$ cat config.mk
export PLATFORM = sky130hd
export DESIGN_NAME = dual_copy_ecc_mem
export DESIGN_NICKNAME = d
export VERILOG_FILES = /design/src/rtl/dcm_pkg.sv /design/src/rtl/dcm_encoder.sv /design/src/rtl/dcm_store.sv /design/src/rtl/dcm_decoder.sv /design/src/rtl/dcm_arbiter.sv /design/src/rtl/dual_copy_ecc_mem.sv
export SDC_FILE = /design/constraint.sdc
export NUM_CORES = 1
export LEC_CHECK = 0
export ABC_AREA = 0
export BUFFER_PORTS_ARGS = -buffer_cell sky130_fd_sc_hd__buf_2
export CAP_MARGIN = 10
export CORE_MARGIN = 1
export CORE_UTILIZATION = 55
export DETAILED_ROUTE_END_ITERATION = 12
export GPL_TIMING_DRIVEN = 0
export HOLD_SLACK_MARGIN = 0.06
export PLACE_DENSITY = 0.78
export SLEW_MARGIN = 10
export SYNTH_ARGS = -nofsm -noshare
export SYNTH_HDL_FRONTEND = slang
export SYNTH_SLANG_ARGS = --single-unit
$ cat constraint.sdc
create_clock -name clk -period 10.56 [get_ports clk]
set_input_delay 1.056 -clock clk [delete_from_list [all_inputs] [get_ports clk]]
set_output_delay 1.056 -clock clk [all_outputs]
set_load 0.005 [all_outputs]
$ cat src/rtl/dcm_pkg.sv
package dcm_pkg;

    localparam int DATA_W = 16;
    localparam int NCOPY  = 2;

    // smallest check count r with 2^r >= DATA_W + r + 1
    function automatic int hamming_checks(input int dw);
        int r;
        r = 0;
        while ((1 << r) < dw + r + 1) r++;
        return r;
    endfunction

    localparam int SYN_W = hamming_checks(DATA_W);
    localparam int CW_W  = DATA_W + SYN_W + 1;

    typedef struct packed {
        logic syn_nz;   // syndrome nonzero
        logic par;      // overall parity mismatch
    } sig_t;

    typedef enum logic [1:0] {
        PICK_NONE = 2'd0,
        PICK_A    = 2'd1,
        PICK_B    = 2'd2
    } pick_e;

    function automatic logic is_pow2(input int i);
        return (i & (i - 1)) == 0;
    endfunction

    function automatic logic [CW_W-1:0] cw_pack(input logic [DATA_W-1:0] d);
        logic [CW_W-1:0]  w;
        logic [SYN_W-1:0] acc;
        int k;
        w   = '0;
        acc = '0;
        k   = 0;
        for (int i = 1; i < CW_W; i++) begin
            if (!is_pow2(i)) begin
                w[i] = d[k];
                if (d[k]) acc ^= SYN_W'(i);
                k++;
            end
        end
        for (int j = 0; j < SYN_W; j++) w[1 << j] = acc[j];
        w[0] = ^w[CW_W-1:1];
        return w;
    endfunction

    function automatic logic [SYN_W-1:0] cw_syndrome(input logic [CW_W-1:0] w);
        logic [SYN_W-1:0] acc;
        acc = '0;
        for (int i = 1; i < CW_W; i++) begin
            if (w[i]) acc ^= SYN_W'(i);
        end
        return acc;
    endfunction

    function automatic logic [CW_W-1:0] cw_fix(input logic [CW_W-1:0] w,
                                               input logic [SYN_W-1:0] s,
                                               input logic p);
        logic [CW_W-1:0] r;
        r = w;
        if (p && (s != '0) && (int'(s) < CW_W)) r[s] = ~r[s];
        return r;
    endfunction

    function automatic logic [DATA_W-1:0] cw_unpack(input logic [CW_W-1:0] w);
        logic [DATA_W-1:0] d;
        int k;
        d = '0;
        k = 0;
        for (int i = 1; i < CW_W; i++) begin
            if (!is_pow2(i)) begin
                d[k] = w[i];
                k++;
            end
        end
        return d;
    endfunction

endpackage

$ cat src/rtl/dcm_encoder.sv
module dcm_encoder import dcm_pkg::*; (
    input  logic [DATA_W-1:0] data_i,
    output logic [CW_W-1:0]   cw_o
);
    always_comb cw_o = cw_pack(data_i);
endmodule

$ cat src/rtl/dcm_store.sv
module dcm_store import dcm_pkg::*; #(
    parameter int ADDR_W = 4
) (
    input  logic              clk,
    input  logic              we,
    input  logic              re,
    input  logic [ADDR_W-1:0] addr,
    input  logic [CW_W-1:0]   wdata,
    output logic [CW_W-1:0]   rdata
);
    localparam int DEPTH = 1 << ADDR_W;

    logic [CW_W-1:0] mem [DEPTH];

    // read-before-write on a shared address
    always_ff @(posedge clk) begin
        if (re) rdata <= mem[addr];
        if (we) mem[addr] <= wdata;
    end
endmodule

$ cat src/rtl/dcm_decoder.sv
module dcm_decoder import dcm_pkg::*; (
    input  logic [CW_W-1:0]   cw_i,
    output sig_t              sig_o,
    output logic [DATA_W-1:0] data_o
);
    logic [SYN_W-1:0] syn;
    logic             pmis;

    always_comb begin
        syn          = cw_syndrome(cw_i);
        pmis         = ^cw_i;
        sig_o.syn_nz = |syn;
        sig_o.par    = pmis;
        data_o       = cw_unpack(cw_fix(cw_i, syn, pmis));
    end
endmodule

$ cat src/rtl/dcm_arbiter.sv
module dcm_arbiter import dcm_pkg::*; (
    input  sig_t  sig_a,
    input  sig_t  sig_b,
    output pick_e pick
);
    logic a_clean, b_clean;

    always_comb begin
        a_clean = !sig_a.syn_nz && !sig_a.par;
        b_clean = !sig_b.syn_nz && !sig_b.par;
        if (a_clean)        pick = PICK_A;
        else if (b_clean)   pick = PICK_B;
        else if (sig_a.par) pick = PICK_A;
        else if (sig_b.par) pick = PICK_B;
        else                pick = PICK_NONE;
    end
endmodule

$ cat src/rtl/dual_copy_ecc_mem.sv
module dual_copy_ecc_mem import dcm_pkg::*; #(
    parameter int ADDR_W = 4
) (
    input  logic              clk,
    input  logic              rst,
    input  logic [ADDR_W-1:0] addr,
    input  logic              wr_en,
    input  logic [DATA_W-1:0] wr_data,
    input  logic [CW_W-1:0]   inj_a,
    input  logic [CW_W-1:0]   inj_b,
    input  logic              rd_en,
    output logic              rd_valid,
    output logic [DATA_W-1:0] rd_data,
    output logic              sel_a,
    output logic              sel_b,
    output logic              uncorrectable
);
    logic [CW_W-1:0]   enc_cw;
    logic [CW_W-1:0]   inj    [NCOPY];
    logic [CW_W-1:0]   rd_cw  [NCOPY];
    sig_t              sig    [NCOPY];
    logic [DATA_W-1:0] fixed  [NCOPY];
    logic [NCOPY-1:0]  flag_nz;
    logic [NCOPY-1:0]  flag_par;
    pick_e             pick;
    logic              mem_vld;

    assign inj[0] = inj_a;
    assign inj[1] = inj_b;

    dcm_encoder u_enc (.data_i(wr_data), .cw_o(enc_cw));

    for (genvar c = 0; c < NCOPY; c++) begin : g_copy
        dcm_store #(.ADDR_W(ADDR_W)) u_mem (
            .clk   (clk),
            .we    (wr_en),
            .re    (rd_en),
            .addr  (addr),
            .wdata (enc_cw ^ inj[c]),
            .rdata (rd_cw[c])
        );
        dcm_decoder u_dec (
            .cw_i   (rd_cw[c]),
            .sig_o  (sig[c]),
            .data_o (fixed[c])
        );
        assign flag_nz[c]  = sig[c].syn_nz;
        assign flag_par[c] = sig[c].par;
    end

    dcm_arbiter u_arb (.sig_a(sig[0]), .sig_b(sig[1]), .pick(pick));

    always_ff @(posedge clk) begin
        if (rst) begin
            mem_vld       <= 1'b0;
            rd_valid      <= 1'b0;
            sel_a         <= 1'b0;
            sel_b         <= 1'b0;
            uncorrectable <= 1'b0;
            rd_data       <= '0;
        end else begin
            mem_vld       <= rd_en;
            rd_valid      <= mem_vld;
            sel_a         <= mem_vld && (pick == PICK_A);
            sel_b         <= mem_vld && (pick == PICK_B);
            uncorrectable <= mem_vld && (pick == PICK_NONE);
            if (mem_vld) rd_data <= (pick == PICK_B) ? fixed[1] : fixed[0];
        end
    end
endmodule

==> impl.org <==
** CTS
- Post-CTS repair changed the size of 0 cells.
- The number of setup buffers added after CTS is 0.
- CTS Root Buffer Type :: clkbuf_16
- CTS tree :: done
- The longest clock path from root to sink contains 3 buffers.
- Number of clock sinks :: 769
- H-tree lvl count :: 3
- The later pin in the worst-skew pair is clocked with a latency of 0.63 ns.
- CTS clock-pin slew for the worst setup and hold paths :: 0.06 ns
- Number of hold-repair buffers added at the cts stage :: 0
- TritonCTS created 76 clock buffers.

** Global routing
- Final global-route overflow total :: 0
- The initial antenna violation count is 7.
- Global-route wire length before repair :: 117.8 mm
- Met2 track utilization from global routing :: 0.4773
- For met3 alone, demand over resource in global routing was 0.06337.
- Largest net degree at the start of global routing :: 46
- For met1 alone, demand over resource in global routing was 0.3612.
- Busiest layer in global routing :: met2
- GR Util All Layers :: 0.2859
- Via count of the first global-routing pass :: 16950

** STA
- In this run the tightest slew margin relative to its limit is 0.1769.
- Final slew viol count :: 0
- Actual slew at the worst max-slew pin :: 1.226 ns
- Final setup TNS :: 0 ns
- Timing-limited maximum frequency :: 221.2 MHz
- Post-Route Skew :: 0.01913 ns
- Setup repair after global routing left no endpoint under its margin.
- Final hold analysis gives a worst-case slack of 0.4833 ns.
- Setup Viol. Count Final :: 0
- Subtracting the final worst setup slack from the clock period gives 4.520 ns.
- Final cycle utilization of the critical path :: 0.4281
- Final Hold Fails :: 0

** Critical path
- Req. time, crit path :: 10.89 ns
- The number of buffers and inverters on the critical path is 7.
- Crit-path max FO :: 10
- The setup path with the least slack is of type primary input to flop.
- The kind of cell with the highest combined delay along the critical path is buffers and inverters.
- Critical path endpoint category :: flop
- For this run, the slowest stage of the critical path takes 0.78 ns.
- Startpoint type of the worst setup path :: primary input
- Walking the worst path, the cells encountered are buf_2 -> clkbuf_1 -> clkbuf_1 -> nand3_1 -> nor3_2 -> buf_6 -> buf_4 -> buf_6 -> buf_4.
- At the worst endpoint, the arrival time is 4.85 ns.
- Slowest cell on the critical path :: clkbuf_1
- For flop-to-flop paths, the worst setup slack is 6.97 ns.

** Cells and area
- Layout cell share with drive strength beyond 1 :: 0.3089
- Share of the core filled with cells in the final layout :: 0.6466
- Area growth from synthesis to final layout :: 15.69%
- Final-stage net count :: 1782
- Filler instances :: 3523

** Outcome
- Result of the run :: complete, no violations

** Pwr
- Total Power Consumption :: 8.295 mW
- IR analysis of the VDD net gives a maximum drop of 0.1565 mV.
- For this design the static power due to leakage is 11.83 nW.
- Power density over the cells :: 226.2 mW/mm^2

** Yosys
- Yosys warns :: 0
- A synthesized cell averages 21.10 um^2.
- Most instantiated cells after synthesis :: edfxtp_1 (748), mux4_2 (220), xnor2_1 (71)
- When the netlist entered floorplanning its net count stood at 1570.
- Yosys mapped a number of flops with a built-in enable equal to 748.
- In the synthesized netlist the dominant register cell turns out to be edfxtp_1.
- The synthesized design contains 769 register bits.
- Unique cell type count in the Yosys netlist :: 75
- Share of Yosys cell area claimed by the top area cell type :: 0.7086
- Cell area after technology mapping :: 0.03170 mm^2
- Library cell occupying the most area in the post-synthesis netlist :: edfxtp_1
- The most common cell in the synthesized netlist is edfxtp_1.
- The cell count after synthesis came out at 1502.
- For this run, the register share of the synthesized area comes to 0.7219.
- Leading cell types by total area after synthesis :: edfxtp_1 (71%), mux4_2 (16%), xnor2_1 (2.0%)
- Of all flip-flops after synthesis, the portion carrying an async set or reset was 0.

** Placement
- Input and output buffers added on the ports amount to 83.
- The wire-length estimate of the detail-placed layout is 51.84 mm.
- GPL Wtd Cong :: 0.8809

** Route
- After the first detailed-routing iteration, the DRC count stood at 1973.
- DRC violation count after routing :: 0
- Final ANT Viol Nets :: 0
- Final WL :: 82.64 mm
- Wire length per cell :: 32.61 um
- Router iterations before antenna repair :: 5
- Dividing the detail-routed via count by the number of cells gives 6.587.
- Routed vias :: 16690

** Job
- Max_cap viols :: 0

** Die
- Die W :: 242.1 um
- IO Count :: 88
- Core area :: 0.05671 mm^2
- In this run the vertical extent of the chip is 242.1 um.
- Standard-cell row count :: 87
- The floorplan step defined a die boundary enclosing 0.05860 mm^2.
- The initial utilization of the core area, before any placement, comes to 0.5589.

** Hold path
- The tightest min-delay check is of the flop to flop type.
logic make-up (layout without fill, tap and decap cells):
| family | count (synthesis) | in the layout | share of synthesized area |
|---|---|---|---|
| muxes | 251 | 251 | 0.1667 |
| and+or+nand+nor | 168 | 168 | 0.02696 |
| AOI/OAI and AO/OA | 93 | 93 | 0.02175 |
| DFF | 769 | 769 | 0.7219 |
| xor gates and xnor gates | 152 | 152 | 0.05380 |
| buffers and inverters | 69 | 344 | 0.008882 |
| other | 0 | 1 | 0 |
power breakdown:
part	switching [mW]	internal, mW
sequential	0.0582	3.66
combinational	1.09	0.631
clock	1.16	1.70
through the flow:
stage / setup slack (ns) / area (um^2) / instances
after global placement: 0.4069 / 33060 / 2341
final: 6.040 / 36670 / 2534
after detailed placement: 5.596 / 34030 / 2392
after global routing: 5.957 / 36670 / 2533
after CTS: 6.194 / 36660 / 2533
after floorplan: 5.128 / 31700 / 1502
per-layer routing:
| metal | routed length (um) | vias to the layer above |
|---|---|---|
| met3 | 8399 | 213 |
| li1 | - | 6679 |
| met5 | 65 | - |
| met4 | 3689 | 10 |
| met1 | 29300 | 8707 |
| met2 | 41180 | 1082 |
worst reg2reg max path, cell delays in order, from the launching register on:
cell      delay (ns)
edfxtp_1        0.51
xnor2_2         0.29
xnor3_2         0.56
xor2_4          0.29
mux2i_1         0.54
o21a_1          0.32
nor2_1          0.10
nor2_2          0.33
o211ai_1        0.24
a311oi_1        0.32
layout by cell type, fill, tap and decap left out, types with 6 or more instances in the layout:
cell type  count
o21ai_0       16
xnor2_1       71
nand2b_1      11
mux2i_1       24
clkinv_2      17
o211ai_1      12
buf_2         86
a21oi_1       14
edfxtp_1     748
clkbuf_1      51
xor2_1        49
buf_4         12
buf_12        13
xnor2_2        9
dfxtp_1       21
buf_1         13
mux4_2       220
inv_1          7
a311oi_1       7
xor2_2         7
nor4_1         7
nand3b_1       8
clkinv_1      14
buf_6         15
nor3_1        17
nor2_4        12
bufinv_16     14
buf_16        13
nor2_1        37
xnor2_4        6
nand3_1       12
clkbuf_16     78
nand2_1       32
registers in the layout (all words and copies together), names as in the netlist:
name	count
rd_data	16
g_copy.u_mem.mem	704
uncorrectable	1
rd_valid	1
sel_a	1
mem_vld	1
sel_b	1
g_copy.u_mem.rdata	44
layout make-up:
class,count,area [um^2],area share
Clock inverter,55,646.9,0.01764
Timing Repair Buffer,134,1277,0.03484
Antenna cell,1,2.502,0.00006824
Inverter,7,26.28,0.0007166
Tap cell,756,945.9,0.02580
Sequential cell,769,22880,0.6240
Buffer,62,255.2,0.006961
Clock buffer,86,1982,0.05405
Multi-Input combinational cell,664,8651,0.2359
worst paths after layout:
path	start	endpoint	depth (start not counted)
max	addr[3]	g_copy[1].u_mem.mem[12][15]$_DFFE_PP_	9
max reg2reg	g_copy[0].u_mem.rdata[19]$_DFFE_PP_	rd_data[9]$_SDFFE_PP0P_	9
min	rd_data[14]$_SDFFE_PP0P_	rd_data[14]$_SDFFE_PP0P_	2
min reg2reg	rd_data[14]$_SDFFE_PP0P_	rd_data[14]$_SDFFE_PP0P_	2
No activity file was read; power rests on OpenSTA's default activity.
